File: src/rtl/cfgx_pkg.sv
package cfgx_pkg;

   typedef enum logic [1:0] {
      CST_OK      = 2'd0,
      CST_MABORT  = 2'd1,
      CST_TABORT  = 2'd2,
      CST_DATAERR = 2'd3
   } cst_e;

   localparam int NUM_ERR  = 2;
   localparam int ERR_SCE  = 0;
   localparam int ERR_MDP  = 1;
   localparam int NUM_COPY = 2;

   localparam int MSG_CLS_COMPLETER = 2;
   localparam int MSG_IDX_SPLIT_WR  = 1;
   localparam int MSG_CLS_BRIDGE    = 1;
   localparam int MSG_IDX_WR_UNCOR  = 2;

endpackage

File: src/rtl/cfgx_addr_fmt.sv
module cfgx_addr_fmt #(
   parameter int ADDR_W         = 32,
   parameter int BUS_W          = 8,
   parameter int DEV_W          = 5,
   parameter int FN_W           = 3,
   parameter int REG_W          = 12,
   parameter bit MODE2_SUPPORT  = 1'b1,
   parameter int MODE2_DEV_LAST = 7
) (
   input  logic              mode2_i,
   input  logic [BUS_W-1:0]  bus_i,
   input  logic [DEV_W-1:0]  dev_i,
   input  logic [FN_W-1:0]   fn_i,
   input  logic [REG_W-1:0]  creg_i,
   output logic [ADDR_W-1:0] addr_o,
   output logic              blocked_o
);
   localparam int DW_LSB  = 2;
   localparam int DW_W    = 6;
   localparam int FN_LSB  = DW_LSB + DW_W;
   localparam int DEV_LSB = FN_LSB + FN_W;
   localparam int BUS_LSB = DEV_LSB + DEV_W;
   localparam int EXT_LSB = BUS_LSB + BUS_W;
   localparam int EXT_W   = REG_W - (DW_LSB + DW_W);

   logic m2;

   generate
      if (MODE2_SUPPORT) begin : g_m2
         assign m2 = mode2_i;
      end else begin : g_conv
         logic unused_mode2;
         assign unused_mode2 = mode2_i;
         assign m2 = 1'b0;
      end
   endgenerate

   logic [DW_LSB-1:0] unused_reg_lo;
   assign unused_reg_lo = creg_i[DW_LSB-1:0];

   always_comb begin
      addr_o                           = '0;
      addr_o[DW_LSB  +: DW_W]          = creg_i[DW_LSB +: DW_W];
      addr_o[FN_LSB  +: FN_W]          = fn_i;
      addr_o[DEV_LSB +: DEV_W]         = dev_i;
      addr_o[BUS_LSB +: BUS_W]         = bus_i;
      if (m2) begin
         addr_o[EXT_LSB +: EXT_W]      = creg_i[REG_W-1 -: EXT_W];
      end
   end

   assign blocked_o = m2 && (dev_i > DEV_W'(MODE2_DEV_LAST));

endmodule

File: src/rtl/cfgx_cmpl_map.sv
module cfgx_cmpl_map
   import cfgx_pkg::*;
#(
   parameter int MSG_CLS_W = 4,
   parameter int MSG_IDX_W = 8
) (
   input  logic                 clk,
   input  logic                 rst_n,
   input  logic                 parity_en_i,
   input  logic                 done_i,
   input  logic                 write_i,
   input  cst_e                 code_i,
   input  logic                 smsg_valid_i,
   input  logic [MSG_CLS_W-1:0] smsg_class_i,
   input  logic [MSG_IDX_W-1:0] smsg_index_i,
   output logic                 cpl_valid_o,
   output logic                 cpl_abort_o,
   output logic [NUM_ERR-1:0]   err_evt_o
);
   logic msg_wr_uncor;
   logic cpl_valid_q, cpl_abort_q;

   assign msg_wr_uncor =
        ((smsg_class_i == MSG_CLS_W'(MSG_CLS_COMPLETER)) &&
         (smsg_index_i == MSG_IDX_W'(MSG_IDX_SPLIT_WR)))
     || ((smsg_class_i == MSG_CLS_W'(MSG_CLS_BRIDGE)) &&
         (smsg_index_i == MSG_IDX_W'(MSG_IDX_WR_UNCOR)));

   always_ff @(posedge clk or negedge rst_n) begin
      if (!rst_n) begin
         cpl_valid_q <= 1'b0;
         cpl_abort_q <= 1'b0;
      end else begin
         cpl_valid_q <= done_i;
         cpl_abort_q <= done_i && !write_i && (code_i != CST_OK);
      end
   end

   always_comb begin
      err_evt_o          = '0;
      err_evt_o[ERR_SCE] = parity_en_i && smsg_valid_i && msg_wr_uncor;
      err_evt_o[ERR_MDP] = parity_en_i && done_i && !write_i
                           && (code_i == CST_DATAERR);
   end

   assign cpl_valid_o = cpl_valid_q;
   assign cpl_abort_o = cpl_abort_q;

endmodule

File: src/rtl/cfgx_err_stat.sv
module cfgx_err_stat #(
   parameter int N_BIT  = 2,
   parameter int N_COPY = 2
) (
   input  logic                         clk,
   input  logic                         rst_n,
   input  logic [N_BIT-1:0]             evt_i,
   input  logic [N_COPY-1:0][N_BIT-1:0] clr_i,
   input  logic [N_BIT-1:0]             mask_i,
   output logic [N_COPY-1:0][N_BIT-1:0] stat_o,
   output logic                         irq_o
);
   generate
      for (genvar c = 0; c < N_COPY; c++) begin : g_copy
         logic [N_BIT-1:0] bits_q;
         for (genvar b = 0; b < N_BIT; b++) begin : g_bit
            always_ff @(posedge clk or negedge rst_n) begin
               if (!rst_n)
                  bits_q[b] <= 1'b0;
               else if (evt_i[b])
                  bits_q[b] <= 1'b1;
               else if (clr_i[c][b])
                  bits_q[b] <= 1'b0;
            end
         end
         assign stat_o[c] = bits_q;
      end
   endgenerate

   assign irq_o = |(stat_o[0] & mask_i);

endmodule

File: src/rtl/pcix_cfg_out_err.sv
module pcix_cfg_out_err
   import cfgx_pkg::*;
#(
   parameter int ADDR_W         = 32,
   parameter int BUS_W          = 8,
   parameter int DEV_W          = 5,
   parameter int FN_W           = 3,
   parameter int REG_W          = 12,
   parameter int MSG_CLS_W      = 4,
   parameter int MSG_IDX_W      = 8,
   parameter bit MODE2_SUPPORT  = 1'b1,
   parameter int MODE2_DEV_LAST = 7
) (
   input  logic                 clk,
   input  logic                 rst_n,
   input  logic                 mode2_i,
   input  logic                 parity_en_i,
   input  logic [BUS_W-1:0]     cfg_bus_i,
   input  logic [DEV_W-1:0]     cfg_dev_i,
   input  logic [FN_W-1:0]      cfg_fn_i,
   input  logic [REG_W-1:0]     cfg_reg_i,
   output logic [ADDR_W-1:0]    cfg_addr_o,
   output logic                 cfg_blocked_o,
   input  logic                 bus_done_i,
   input  logic                 bus_write_i,
   input  logic [1:0]           cmpl_code_i,
   input  logic                 smsg_valid_i,
   input  logic [MSG_CLS_W-1:0] smsg_class_i,
   input  logic [MSG_IDX_W-1:0] smsg_index_i,
   output logic                 ib_cpl_valid_o,
   output logic                 ib_cpl_abort_o,
   output logic [NUM_ERR-1:0]   unit_stat_o,
   input  logic [NUM_ERR-1:0]   unit_clr_i,
   output logic [NUM_ERR-1:0]   link_stat_o,
   input  logic [NUM_ERR-1:0]   link_clr_i,
   input  logic [NUM_ERR-1:0]   irq_mask_i,
   output logic                 irq_o
);
   localparam int FIELD_TOP = 8 + FN_W + DEV_W + BUS_W;
   localparam int EXT_W     = REG_W - 8;

   generate
      if (REG_W < 9) begin : g_bad_reg
         $error("REG_W must leave extended register bits above bit 7");
      end
      if (FIELD_TOP + EXT_W > ADDR_W) begin : g_bad_addr
         $error("address fields do not fit into ADDR_W");
      end
      if (MODE2_DEV_LAST >= (1 << DEV_W)) begin : g_bad_dev
         $error("MODE2_DEV_LAST exceeds the device field");
      end
   endgenerate

   logic [NUM_ERR-1:0]                err_evt;
   logic [NUM_COPY-1:0][NUM_ERR-1:0]  stat_all;
   logic [NUM_COPY-1:0][NUM_ERR-1:0]  clr_all;
   cst_e                              code;

   assign code    = cst_e'(cmpl_code_i);
   assign clr_all = {link_clr_i, unit_clr_i};

   cfgx_addr_fmt #(
      .ADDR_W        (ADDR_W),
      .BUS_W         (BUS_W),
      .DEV_W         (DEV_W),
      .FN_W          (FN_W),
      .REG_W         (REG_W),
      .MODE2_SUPPORT (MODE2_SUPPORT),
      .MODE2_DEV_LAST(MODE2_DEV_LAST)
   ) i_addr_fmt (
      .mode2_i   (mode2_i),
      .bus_i     (cfg_bus_i),
      .dev_i     (cfg_dev_i),
      .fn_i      (cfg_fn_i),
      .creg_i    (cfg_reg_i),
      .addr_o    (cfg_addr_o),
      .blocked_o (cfg_blocked_o)
   );

   cfgx_cmpl_map #(
      .MSG_CLS_W (MSG_CLS_W),
      .MSG_IDX_W (MSG_IDX_W)
   ) i_cmpl_map (
      .clk          (clk),
      .rst_n        (rst_n),
      .parity_en_i  (parity_en_i),
      .done_i       (bus_done_i),
      .write_i      (bus_write_i),
      .code_i       (code),
      .smsg_valid_i (smsg_valid_i),
      .smsg_class_i (smsg_class_i),
      .smsg_index_i (smsg_index_i),
      .cpl_valid_o  (ib_cpl_valid_o),
      .cpl_abort_o  (ib_cpl_abort_o),
      .err_evt_o    (err_evt)
   );

   cfgx_err_stat #(
      .N_BIT  (NUM_ERR),
      .N_COPY (NUM_COPY)
   ) i_err_stat (
      .clk    (clk),
      .rst_n  (rst_n),
      .evt_i  (err_evt),
      .clr_i  (clr_all),
      .mask_i (irq_mask_i),
      .stat_o (stat_all),
      .irq_o  (irq_o)
   );

   assign unit_stat_o = stat_all[0];
   assign link_stat_o = stat_all[1];

endmodule

File: config.mk
export PLATFORM = sky130hd
export DESIGN_NAME = pcix_cfg_out_err
export DESIGN_NICKNAME = d
export VERILOG_FILES = /design/src/rtl/cfgx_pkg.sv /design/src/rtl/cfgx_addr_fmt.sv /design/src/rtl/cfgx_cmpl_map.sv /design/src/rtl/cfgx_err_stat.sv /design/src/rtl/pcix_cfg_out_err.sv
export SDC_FILE = /design/constraint.sdc
export NUM_CORES = 1
export LEC_CHECK = 0
export ABC_CLOCK_PERIOD_IN_PS = 950
export BUFFER_PORTS_ARGS = -buffer_cell sky130_fd_sc_hd__buf_2
export CAP_MARGIN = 20
export CORE_MARGIN = 3
export CORE_UTILIZATION = 26
export CTS_CLUSTER_SIZE = 8
export DETAILED_ROUTE_END_ITERATION = 7
export GPL_ROUTABILITY_DRIVEN = 0
export PLACE_DENSITY = 0.81
export RECOVER_POWER = 100
export SLEW_MARGIN = 0
export SYNTH_ARGS = -nofsm -noshare
export SYNTH_HDL_FRONTEND = slang
export SYNTH_HIERARCHICAL = 1
export SYNTH_SLANG_ARGS = --single-unit
File: constraint.sdc
create_clock -name clk -period 0.95 [get_ports clk]
set_clock_uncertainty 0.05 [all_clocks]
set_input_delay 0.19 -clock clk [delete_from_list [all_inputs] [get_ports clk]]
set_output_delay 0.19 -clock clk [all_outputs]
set_load 0.02 [all_outputs]
# --- Word level (Yosys, flattened, before mapping) ---
# Cells that the tools add are included.
# Widths: inputs -> output; s select.
totals:
  register_bits: 6
  input_bits: 55
  out_inout_bits: 40
op_classes:
  bitwise_logic: 1
  n_reduce_logical: 18
  muxes: 9
  n_lt_le_gt_ge: 1
  eq_ne: 5
ops:
  columns: ["operator", "count"]
  rows:
  - ["$logic_and 1x1->1", 10]
  - ["$reduce_bool 2->1", 5]
  - ["$eq 8x1->1 const B", 1]
  - ["$eq 8x2->1 const B", 1]
  - ["$mux 1", 8]
  - ["$gt 5x3->1 const B", 1]
  - ["$eq 4x1->1 const B", 1]
  - ["$eq 4x2->1 const B", 1]
  - ["$mux 4", 1]
  - ["$and 2x2->2", 1]
  - ["$eq 2x2->1 const B", 1]
  - ["$reduce_or 2->1", 1]
  - ["$logic_not 1->1", 1]
  - ["$logic_or 1x1->1", 1]

# --- Logic depth before layout (Yosys ltp) ---
logic_depth:
  word_depth: 5
  ltp_mapped: 3
  ltp_nobuf: 3

# --- Hierarchy ---
# Netlist, hierarchy kept.
by_module_without_submodules:
  columns: ["mod", "cells_per_inst", "instances", "area_per_inst_um2"]
  rows:
  - ["cfgx_addr_fmt", 34, 1, 246.5]
  - ["cfgx_err_stat", 13, 1, 155.1]
  - ["cfgx_cmpl_map", 13, 1, 142.6]

# --- Worst setup path after synthesis ---
# No wires, ideal clock.
synth_path:
  kind: "register to output"
  startpoint: "register i_err_stat.g_copy[0].bits_q[0], in the netlist i_err_stat/stat_o[0]"
  endpoint: "output irq_o"
  stages_incl_launch_ff: 2
  t_arrival_ns: 0.771
  required_ns: 0.710
  path_slack_ns: -0.061
  n_path_buf: 0
  path_cell_list: "dfrtp_1 -> a22o_1"
synth_between:
  elab_chain_len: 2
synth_lines:
  columns: ["element", "line", "text"]
  rows:
  - ["from (decl)", "cfgx_err_stat.sv:15", "logic [N_BIT-1:0] bits_q;"]
  - ["from (signal, indexed assignment)", "cfgx_err_stat.sv:19", "bits_q[b] <= 1'b0;"]
  - ["from (signal, indexed assignment)", "cfgx_err_stat.sv:21", "bits_q[b] <= 1'b1;"]
  - ["from (signal, indexed assignment)", "cfgx_err_stat.sv:23", "bits_q[b] <= 1'b0;"]
  - ["$and 2x2->2", "cfgx_err_stat.sv:30", "assign irq_o = |(stat_o[0] & mask_i);"]
  - ["$reduce_or 2->1", "cfgx_err_stat.sv:30", null]
  - ["to (decl)", "pcix_cfg_out_err.sv:37", "output logic irq_o"]
# No other way between the ends.

# --- Final worst setup path ---
# Ends and elaborated chain as after synthesis.

==> results.sh <==
export IMPL_worstPathArrival_ps=1020
export IMPL_grt_max_degree=7
export IMPL_grt_overflow=0
export IMPL_multiInputGateArea_sq_um=196.4
export IMPL_clk_pin_slew_ps=50
export IMPL_cts_root_buffer="clkbuf_4"
export IMPL_routedWlPerCell_um=10.39
export IMPL_hold_violations=0
export IMPL_avgSynthCellArea_sq_um=9.071
export IMPL_antenna_found_initial=0
export IMPL_fillCellCount=196
export IMPL_synth_area_sq_um=544.3
export IMPL_outcome="finished, violations left"
export IMPL_cpMaxStageDelayCell="dfrtp_2"
export IMPL_wl_mm=1.226
export IMPL_max_freq_mhz=796.2
export IMPL_cts_sinks=6
export IMPL_num_rows=15
export IMPL_die_y_um=51.76
export IMPL_fin_crit_sh_pct=132.2
export IMPL_cellLeakagePower_nw=0.4450
export IMPL_cts_buffer_depth=2
export IMPL_ys_ff_latch=6
export IMPL_synth_warnings=6
export IMPL_p_per_area_nw_per_um2=997.2
export IMPL_seq_power_share_pct=36.6
export IMPL_synth_top_area_share_pct=38.62
export IMPL_hp_class="input port to flop"
export IMPL_core_sq_um=1839
export IMPL_port_buffers=46
export IMPL_cp_required_ps=710
export IMPL_setup_slack_ps=-305.9
export IMPL_rsz0062_at_grt="yes"
export IMPL_drt_iter0_drc=4
export IMPL_layout_common_cells="buf_2 (30), clkbuf_1 (7), buf_6 (7), conb_1 (6), dfrtp_1 (5)"
export IMPL_drv_slew=0
export IMPL_clock_latency_ps=250
export IMPL_setup_worst_path_class="flop to output port"
export IMPL_pwr_share_comb_pct=27.7
export IMPL_vias_per_cell=4.051
export IMPL_route_vias_total=478
export IMPL_hold_slack_ps=29.18
export IMPL_numCtsBuffers=3
export IMPL_critPathMaxStageDelay_ps=400
export IMPL_synth_ff_type="dfrtp_1"
export IMPL_violations="setup timing"
export IMPL_setup_worst_path_end_class="output port"
export IMPL_synth_cell_types=16
export IMPL_final_common_cell="buf_2"
export IMPL_final_setup_viol_count=7
export IMPL_nets=149
export IMPL_firstDrtPassIters=4
export IMPL_regArea_sq_um=151.4
export IMPL_stdcell_area_sq_um=732.0
export IMPL_synth_edf_count=0
export IMPL_die_area_sq_um=2679
export IMPL_place_area_sq_um=639.4
export IMPL_grt_pass1_wl_mm=1.842
export IMPL_setup_worst_path_start_class="flop"
export IMPL_ys_seq_area_share_pct=27.59
export IMPL_ctsHtreeMaxLevel=1
export IMPL_drc=0
export IMPL_grt_usage_pct=9.260
export IMPL_die_w_um=51.76
export IMPL_antennaDiodeCount=0
export IMPL_ant_nets=0
export IMPL_worstPathCellList="a22o_4 > buf_6"
export IMPL_ios=95
export IMPL_p_int_w=0.0005217
export IMPL_drive_above_1_share_pct=58.06
export IMPL_synthArstFlopShare_pct=100.0
export IMPL_critical_path_max_fanout=2
export IMPL_syn_to_final_growth_pct=34.48
export IMPL_p_sw_share_pct=28.53
export IMPL_min_period_ps=1256
export IMPL_start_util_pct=29.59
export IMPL_grt_pass1_vias=486
export IMPL_p_clk_share_pct=35.7
export IMPL_ir_worst_vdd_uv=435.4
export IMPL_yosys_area_top_type="buf_4"
export IMPL_synth_area_top_cells="buf_4 (39%), dfrtp_1 (28%), nor4b_2 (5.5%), and2_1 (4.6%), a21o_1 (4.1%)"
export IMPL_maxCapViolations=0
export IMPL_synth_cells=60
export IMPL_p_sw_w=0.0002082
export IMPL_cts_tree="yes"
export IMPL_dpl_hpwl_mm=1.059
-- cells in the mapped netlist, types with 2 or more instances --
cell     instances
dfrtp_1          6
nor4b_2          2
buf_4           28
and2_1           4
a21o_1           3
nor2_1           4
inv_1            4
-- cell families (layout without fill, tap and decap cells) --
| group | Yosys count | in the layout | synth area share [%] |
|---|---|---|---|
| AO/OA/AOI/OAI | 7 | 7 | 10.81 |
| buffers and inverters | 32 | 60 | 41.38 |
| flip-flops | 6 | 6 | 27.59 |
| other | 1 | 6 | 0.6890 |
| AND/OR/NAND/NOR | 14 | 14 | 19.54 |
-- cell type report --
cell class,instances,area share (%)
multi-input combinational,27,26.84
sequential,6,20.68
timing repair buffer,52,42.56
inverter,4,2.051
tap,25,4.274
clock buffer,4,3.590
-- worst max-delay path: cells and delay by family (launching register included) --
family,cells,cell delay (ps)
buffers and inverters,1,130
DFF,1,400
AOI/OAI and AO/OA,1,240
-- what timing repair did --
| item | 4_1_cts | 5_1_grt |
|---|---|---|
| gates resized for setup | 15 | 0 |
| hold buffers | 1 | 0 |
| endpoints found under the setup margin | 7 | 7 |
| buffers inserted | 2 | 1 |
| hold endpoints to repair | 6 | 0 |
-- metrics by stage --
stage          setup WS (ps)  total power (W)  util [%]  instances  TNS, ps
2_1_floorplan         -24.15        0.0005020         -         65   -40.90
3_3_place_gp          -158.0        0.0004569     34.76        110   -351.4
3_5_place_dp          -165.1        0.0004601     34.76        110   -381.3
4_1_cts               -317.5        0.0007474     40.14        117   -907.7
5_1_grt               -335.2        0.0007885     39.80        118    -1070
6_report              -305.9        0.0007299     39.80        118   -823.0
-- final timing paths --
kind	slack [ps]	depth (start not counted)	to	start
max in group asynchronous	280	2	i_err_stat/stat_o[0]	rst_n
worst min-delay path	30	1	i_cmpl_map/cpl_valid_o	bus_done_i
worst max-delay path	-310	2	irq_o	i_err_stat/stat_o[0]
worst min register to register	460	1	i_err_stat/stat_o[2]	i_err_stat/stat_o[2]
min in group asynchronous	320	2	i_err_stat/stat_o[1]	rst_n
worst max register to register	20	3	i_err_stat/stat_o[3]	i_err_stat/stat_o[3]
-- sequential cells by signal, summed over array words and instances (netlist names) --
name / cells
i_cmpl_map/cpl_abort_o: 1
i_cmpl_map/cpl_valid_o: 1
i_err_stat/stat_o: 4
-- metal layers --
metal  vias to the layer above  global-route usage [%]  share of wire, %
met5                         -                       0                 0
met4                         0                   3.493              0.33
met3                         2                   6.590                21
met2                        44                   16.10                48
met1                       205                   8.231                31
li1                        227                       -                 -
-- power groups by stage --
stage               Clock, W  Combinational, W  Sequential (W)
global route        0.000299          0.000222        0.000268
CTS                 0.000273          0.000207        0.000268
floorplan                  0          0.000222        0.000281
global placement           0          0.000187        0.000270
finish              0.000260          0.000202        0.000267
detailed placement         0          0.000190        0.000270
(Power assumes the default switching activity.)
